File: config.mk
export PLATFORM = sky130hd
export DESIGN_NAME = prog_logic_array
export DESIGN_NICKNAME = d
export VERILOG_FILES = /design/src/rtl/pla_pkg.sv /design/src/rtl/pla_cfg_regs.sv /design/src/rtl/pla_and_plane.sv /design/src/rtl/pla_or_plane.sv /design/src/rtl/prog_logic_array.sv
export SDC_FILE = /design/constraint.sdc
export NUM_CORES = 1
export LEC_CHECK = 0
export BUFFER_PORTS_ARGS = -buffer_cell sky130_fd_sc_hd__buf_2
export CORE_MARGIN = 4
export CORE_UTILIZATION = 60
export DETAILED_ROUTE_END_ITERATION = 10
export PLACE_DENSITY = 0.89
export SYNTH_ARGS = -nofsm -noshare
export SYNTH_HDL_FRONTEND = slang
export SYNTH_HIERARCHICAL = 1
export SYNTH_SLANG_ARGS = --single-unit
File: constraint.sdc
create_clock -name clk -period 2.61 [get_ports clk]
set_clock_uncertainty 0.2 [all_clocks]
set_input_delay 0.3915 -clock clk [delete_from_list [all_inputs] [get_ports clk]]
set_output_delay 0.3915 -clock clk [all_outputs]
set_load 0.05 [all_outputs]
File: src/rtl/pla_pkg.sv
// pla_pkg: shared types and helpers for the programmable logic array.
// Assumes: addresses below the row count select a row, the next address
// selects the polarity word, and anything higher is unused.
package pla_pkg;

    // Kind of register a configuration address selects
    typedef enum logic [1:0] {
        TGT_ROW  = 2'd0,
        TGT_POL  = 2'd1,
        TGT_NONE = 2'd2
    } cfg_target_e;

    // Map an address onto the register kind it selects
    function automatic cfg_target_e classify(input int unsigned addr,
                                             input int unsigned n_term);
        if (addr < n_term)
            return TGT_ROW;
        else if (addr == n_term)
            return TGT_POL;
        else
            return TGT_NONE;
    endfunction

endpackage

File: src/rtl/pla_cfg_regs.sv
// pla_cfg_regs: holds the product-term rows and the output polarity word.
// Assumes: one write per cycle, taking effect at the rising edge;
// synchronous active-low reset clears every stored bit.
module pla_cfg_regs #(
    parameter int N_IN   = 3,
    parameter int N_TERM = 4,
    parameter int N_OUT  = 2,
    localparam int ROW_W  = 2 * N_IN + N_OUT,
    localparam int ADDR_W = $clog2(N_TERM + 1)
) (
    input  logic                          clk,
    input  logic                          rst_n,
    input  logic                          cfg_we,
    input  logic [ADDR_W-1:0]             cfg_addr,
    input  logic [ROW_W-1:0]              cfg_wdata,
    output logic [N_TERM-1:0][ROW_W-1:0]  rows,
    output logic [N_OUT-1:0]              pol
);

    pla_pkg::cfg_target_e tgt;
    logic [N_TERM-1:0]    row_we;
    logic                 pol_we;

    // Decode the write address into per-row and polarity strobes
    always_comb begin
        tgt    = pla_pkg::classify(32'(cfg_addr), N_TERM);
        pol_we = cfg_we && (tgt == pla_pkg::TGT_POL);
        for (int t = 0; t < N_TERM; t++) begin
            row_we[t] = cfg_we && (tgt == pla_pkg::TGT_ROW) &&
                        (cfg_addr == ADDR_W'(t));
        end
    end

    // Store row words on their strobes, clear on reset
    always_ff @(posedge clk) begin
        if (!rst_n) begin
            rows <= '0;
        end else begin
            for (int t = 0; t < N_TERM; t++) begin
                if (row_we[t])
                    rows[t] <= cfg_wdata;
            end
        end
    end

    // Store the polarity word from the low data bits, clear on reset
    always_ff @(posedge clk) begin
        if (!rst_n)
            pol <= '0;
        else if (pol_we)
            pol <= cfg_wdata[N_OUT-1:0];
    end

endmodule

File: src/rtl/pla_and_plane.sv
// pla_and_plane: forms every product term from the inputs and the stored
// enables. Assumes enable bit 2i selects the true form of input i and bit
// 2i+1 its complement; an unused input does not restrict the term.
module pla_and_plane #(
    parameter int N_IN   = 3,
    parameter int N_TERM = 4
) (
    input  logic [N_IN-1:0]                  din,
    input  logic [N_TERM-1:0][2*N_IN-1:0]    and_en,
    output logic [N_TERM-1:0]                term_val
);

    for (genvar t = 0; t < N_TERM; t++) begin : g_term
        logic [N_IN-1:0] lit_ok;

        // Each literal passes unless an enabled form disagrees with the input
        always_comb begin
            for (int i = 0; i < N_IN; i++) begin
                lit_ok[i] = (!and_en[t][2*i]   ||  din[i]) &&
                            (!and_en[t][2*i+1] || !din[i]);
            end
        end

        // The term is the AND of all its literal checks
        assign term_val[t] = &lit_ok;
    end

endmodule

File: src/rtl/pla_or_plane.sv
// pla_or_plane: sums the connected terms for each output, then applies the
// programmable inversion. Assumes an output with no connections sums to 0.
module pla_or_plane #(
    parameter int N_TERM = 4,
    parameter int N_OUT  = 2
) (
    input  logic [N_TERM-1:0]               term_val,
    input  logic [N_OUT-1:0][N_TERM-1:0]    conn,
    input  logic [N_OUT-1:0]                pol,
    output logic [N_OUT-1:0]                dout
);

    for (genvar o = 0; o < N_OUT; o++) begin : g_out
        logic sum;

        // OR of the terms wired to this output
        assign sum = |(term_val & conn[o]);

        // Exclusive-OR with the stored polarity bit
        assign dout[o] = sum ^ pol[o];
    end

endmodule

File: src/rtl/prog_logic_array.sv
// prog_logic_array: runtime-configurable two-level logic array with
// programmable AND plane, OR plane and output polarity.
// Assumes: row word = {output connections, input enables}; the polarity
// word is at address N_TERM; outputs are combinational from din.
module prog_logic_array #(
    parameter int N_IN   = 3,
    parameter int N_TERM = 4,
    parameter int N_OUT  = 2,
    localparam int ROW_W  = 2 * N_IN + N_OUT,
    localparam int ADDR_W = $clog2(N_TERM + 1)
) (
    input  logic               clk,
    input  logic               rst_n,
    input  logic               cfg_we,
    input  logic [ADDR_W-1:0]  cfg_addr,
    input  logic [ROW_W-1:0]   cfg_wdata,
    input  logic [N_IN-1:0]    din,
    output logic [N_OUT-1:0]   dout
);

    logic [N_TERM-1:0][ROW_W-1:0]   cfg_rows;
    logic [N_OUT-1:0]               cfg_pol;
    logic [N_TERM-1:0][2*N_IN-1:0]  and_en;
    logic [N_OUT-1:0][N_TERM-1:0]   conn;
    logic [N_TERM-1:0]              term_val;

    pla_cfg_regs #(
        .N_IN   (N_IN),
        .N_TERM (N_TERM),
        .N_OUT  (N_OUT)
    ) i_regs (
        .clk       (clk),
        .rst_n     (rst_n),
        .cfg_we    (cfg_we),
        .cfg_addr  (cfg_addr),
        .cfg_wdata (cfg_wdata),
        .rows      (cfg_rows),
        .pol       (cfg_pol)
    );

    // Split each row into its enable field and its connection field
    always_comb begin
        for (int t = 0; t < N_TERM; t++) begin
            and_en[t] = cfg_rows[t][2*N_IN-1:0];
            for (int o = 0; o < N_OUT; o++) begin
                conn[o][t] = cfg_rows[t][2*N_IN+o];
            end
        end
    end

    pla_and_plane #(
        .N_IN   (N_IN),
        .N_TERM (N_TERM)
    ) i_and (
        .din      (din),
        .and_en   (and_en),
        .term_val (term_val)
    );

    pla_or_plane #(
        .N_TERM (N_TERM),
        .N_OUT  (N_OUT)
    ) i_or (
        .term_val (term_val),
        .conn     (conn),
        .pol      (cfg_pol),
        .dout     (dout)
    );

endmodule

; ---- Yosys cells after proc, flatten, opt, wreduce, memory -nomap -nowiden
; Cells that the tools add are included.
[word_totals]
word_cells = 94
input_bits = 17
ff_bits = 34
[op_classes]
n_eq_ne = 5
bitwise_logic = 4
n_mux = 2
reduce_logical = 77
magnitude_cmp = 1
[ops]
columns = op, count
row1 = 1-bit zero test, 27
row2 = 1-bit logical OR, 24
row3 = 1-bit logical AND, 18
row4 = 3-bit AND reduction, 4
row5 = 4-bit bitwise AND, 2
row6 = 4-bit OR reduction, 2
row7 = 3-bit by 2-bit equality test with 1-bit output (second input constant), 2
row8 = 2-bit 2-to-1 mux, 2
row9 = 3-bit by 1-bit equality test with 1-bit output (second input constant), 1
row10 = 3-bit equality test (second input constant), 1
row11 = 3-bit zero test, 1
row12 = 3-bit less-than comparator (second input constant), 1
row13 = 2-bit by 1-bit equality test with 1-bit output (second input constant), 1
row14 = 2-bit zero test, 1
row15 = 1-bit bitwise XOR, 2

; ---- Logic depth before layout (Yosys ltp)
[logic_depth]
depth_word = 7
depth_mapped = 6
depth_no_buf = 5

; ---- Hierarchy
; Netlist, hierarchy kept.
[modules_own_cells]
columns = module, instances, area_per_inst_um2, seq_area_each_um2, cells_each
row1 = pla_cfg_regs, 1, 1296.2, 680.7, 124
row2 = pla_and_plane, 1, 160.2, 0.0, 19
row3 = pla_or_plane, 1, 65.1, 0.0, 6

; ---- Worst setup path after synthesis
; OpenSTA, ideal clock, no wires.
[synth_timing]
kind = input to output
startpoint = in din[0]
endpoint = out dout[0]
slack_ns = 0.127
t_required_ns = 2.019
t_arrival_ns = 1.892
cell_stages = 6
path_cell_list = clkbuf_2 -> mux2i_1 -> and3_1 -> a22o_1 -> a221oi_2 -> xnor2_1
[synth_via]
elab_chain_cells = 7
[synth_rtl]
columns = element, line
row1 = "start, declared", prog_logic_array.sv:17  ; input logic [N_IN-1:0] din,
row2 = 1-bit zero test, pla_and_plane.sv:20  ; (!and_en[t][2*i+1] || !din[i]);
row3 = 1-bit logical OR, pla_and_plane.sv:20
row4 = 1-bit logical AND *, pla_and_plane.sv:19  ; lit_ok[i] = (!and_en[t][2*i] || din[i]) &&
row5 = 3-bit AND reduction *, pla_and_plane.sv:25  ; assign term_val[t] = &lit_ok;
row6 = net term_val[0], prog_logic_array.sv:25  ; logic [N_TERM-1:0] term_val;
row7 = 4-bit bitwise AND *, pla_or_plane.sv:17  ; assign sum = |(term_val & conn[o]);
row8 = 4-bit OR reduction *, pla_or_plane.sv:17
row9 = 1-bit bitwise XOR *, pla_or_plane.sv:20  ; assign dout[o] = sum ^ pol[o];
row10 = "end, declared", prog_logic_array.sv:18  ; output logic [N_OUT-1:0] dout
; Mark *: on every way through the listed nets, which the timed path passes. The rest lies on a longest branch.

; ---- Worst setup path after layout
[layout_timing]
startpoint = reg i_regs/rows[8] in the netlist's numbering
endpoint = out dout[1]
[layout_via]
elab_chain_cells = 7
[layout_rtl]
columns = element, line
row1 = "start, declared", pla_cfg_regs.sv:16  ; output logic [N_TERM-1:0][ROW_W-1:0] rows,
row2 = "start signal, assigned by index", pla_cfg_regs.sv:41  ; rows[t] <= cfg_wdata;
row3 = 1-bit zero test, pla_and_plane.sv:19
row4 = 1-bit logical OR, pla_and_plane.sv:19
row5 = 1-bit logical AND, pla_and_plane.sv:19
row6 = 3-bit AND reduction, pla_and_plane.sv:25
row7 = net term_val[1], prog_logic_array.sv:25
row8 = 4-bit bitwise AND, pla_or_plane.sv:17
row9 = 4-bit OR reduction, pla_or_plane.sv:17
row10 = 1-bit bitwise XOR, pla_or_plane.sv:20
; The timed path passes the listed nets, and every way through them passes these cells.

==> metrics.md <==
| Metric | Value |
|---|---|
| Commonest non-fill, non-tap cell in the layout | `mux2i_1` |
| Pre-Repair DR Iteration Count | `6` |
| Synth unique cells | `15` |
| First-pass GRT wire length | `5.21 mm` |
| Status | `completed` |
| CTS tree | `yes` |
| GRT Util Overall | `20.3%` |
| Detail Route Antenna Nets | `0` |
| RSZ-0062 raised after global routing | `no` |
| Dpl ws | `309 ps` |
| Placed cell area | `1580 um^2` |
| Vias in the first global route | `1,137` |
| Post-CTS Setup Inserts | `0` |
| Internal power | `~0.67 mW` |
| Post-layout util | `70.1%` |
| Logic pwr share | `between 10% and 20%` |
| Max Fanout on Critical Path | `2` |
| Total negative slack | `0 ps` |
| Post-route cell area | `1630 um^2` |
| Vias | `1,093` |
| Number of instances in the placed design | `184` |
| Chip width | `58.4 um` |
| Final period util | `between 90% and 100%` |
| Yosys reg bits | `34` |
| Switching Fraction | `between 20% and 30%` |
| Reg power frac | `60.2%` |
| Depth of the CTS H-tree | `2` |
| Slew headroom | `51.5%` |
| Worst-margin pin slew | `723 ps` |
| Crit path DAT | `1810 ps` |
| # IOs | `19` |
| P_leak | `0.772 nW` |
| Synth area leader | `dfxtp_1` |
| Synth top area cells | `dfxtp_1 45%, mux2i_1 30%, nand2_1 10%, a221oi_2 2.0%, and3_1 1.6%` |
| Final setup margin | `209 ps` |
| Residual DRC count | `0` |
| Area Overhead vs Synth | `6.83%` |
| Avg Cell Area, Syn | `10.2 um^2` |
| Post_cts resized | `0` |
| Final-layout fill cell count | `roughly 170` |
| Final wirelength | `approximately 3 mm` |
| Initial Util | `65.6%` |
| Yosys synthesis warning count | `6` |
| Pin count of the biggest net entering global routing | `43` |
| Mapped Cells | `149` |
| Sequential share of the synthesized area | `between 40 and 50%` |
| Share of cells above drive strength 1 | `between 10% and 20%` |
| Wl on met1 | `1.29 mm` |
| Final Hold Fails | `0` |
| Port bufs | `18` |
| Post-synthesis net count | `166` |
| Synthesized area | `1520 um^2` |
| Top Layer Used | `met4` |
| Max-Cap Viols | `0` |
| Die Ht | `58.4 um` |
| Max Fclk | `0.417 GHz` |
| Detail Placement HPWL | `roughly 2.3 mm` |
| CTS clk-pin slew, worst paths | `around 90 ps` |
| Wire length on met3 | `between 200 and 250 um` |
| Share of the synthesized area in the top cell type | `44.7%` |
| Vias per cell | `about 5.7` |
| Synth Flop Type | `dfxtp_1` |
| Clock root cell | `clkbuf_4` |
| # nets final | `180` |
| Clock latency on the worst-skew pair | `330 ps` |
| Die Area | `3410 um^2` |
| Clock Sinks | `34` |
| Met2 routed WL | `1.48 mm` |
| Longest Clk Path Bufs | `2` |
| CP startpoint kind | `flip-flop` |
| Power Density | `about 550 nW/um^2` |
| Initial detailed-routing violation count | `54` |
| FFs w/ async S/R, synth | `0%` |
| EDFF count, synth | `0` |
| Row count | `17` |
| Initial antenna violation count | `0` |
| Final Setup Violations | `0` |
| Hold crit path type | `in2reg` |
| WHS | `198 ps` |
| Worst Path Class, Setup | `reg2out` |
| Routability Congestion | `0.785` |
| Total grt overflow | `0` |
| WP data required | `2020 ps` |
| Power share of the clock group | `28.9%` |
| Core Region | `2320 um^2` |
| Maximum VDD drop | `365 uV` |
| Tot Pwr | `0.890 mW` |
| Max-slew violation count | `0` |
| Post-route insts no fill | `191` |
| Routed len/inst | `16.0 um` |
| Diode count | `0` |
| Cts bufs inserted | `5` |
| Switching power | `0.221 mW` |
| Tmin final | `~2400 ps` |
| CP endpoint kind | `primary output` |
| Most frequent cells in the layout | `46 x mux2i_1, 42 x nand2_1, 34 x dfxtp_1, 18 x buf_2, 5 x clkbuf_4` |
| Number of hold buffers added after cts | `0` |
synth_stat cells, drive strengths merged (2+ instances only):
| library cell | instances |
|---|---|
| a221oi | 2 |
| mux2i | 46 |
| xnor2 | 2 |
| a22o | 2 |
| nand2 | 42 |
| buf | 9 |
| and3 | 4 |
| nand4bb | 2 |
| clkbuf | 3 |
| dfxtp | 34 |
power groups by stage:
stage / clock (mW) / combinational, mW / sequential (mW)
finish: 0.258 / 0.0964 / 0.536
global route: 0.289 / 0.104 / 0.538
CTS: 0.266 / 0.0956 / 0.536
detailed placement: 0 / 0.0953 / 0.549
global placement: 0 / 0.0915 / 0.548
floorplan: 0 / 0.0727 / 0.546
path summary, 6_finish.rpt:
path | startpoint | endpoint | slack (ps) | cells after the start
worst max-delay path | i_regs/rows[8]$_SDFFE_PN0P_ | dout[1] | 210 | 6
worst min-delay path | cfg_wdata[6] | i_regs/rows[30]$_SDFFE_PN0P_ | 200 | 3
worst max register to register | i_regs/rows[31]$_SDFFE_PN0P_ | i_regs/rows[31]$_SDFFE_PN0P_ | 1740 | 2
worst min register to register | i_regs/rows[3]$_SDFFE_PN0P_ | i_regs/rows[3]$_SDFFE_PN0P_ | 270 | 2
registers in the layout (all words and copies together) (netlist names):
register	cells
i_regs/pol	2
i_regs/rows	32
critical path, stage by stage, from the launching register on:
cell      delay [ps]
dfxtp_1          350
mux2i_1          100
and3_1           210
a22o_1           210
a221oi_2         190
xnor2_1          140
buf_2            280
kinds of logic (layout without fill, tap and decap cells):
family,after synthesis,after routing,share of synthesized area [%]
mux,46,46,30.3
flops,34,34,44.7
buf+inv,12,26,4.85
xor+xnor,2,2,1.15
compound gates,4,4,3.13
simple gates,51,51,15.9
layer usage:
metal,up-vias,global-route usage (%)
met3,10,5.48
met4,0,11.3
met5,-,0
li1,539,-
met2,37,32.9
met1,507,24.4
cell type report:
class | instances | area, um^2 | area share [%]
clock buffers | 7 | 45.0 | 2.77
multi-input cells | 103 | 767 | 47.2
flip-flops and latches | 34 | 681 | 41.9
well taps | 28 | 35.0 | 2.16
repair buffers | 19 | 97.6 | 6.00
No activity file was read; power rests on OpenSTA's default activity.
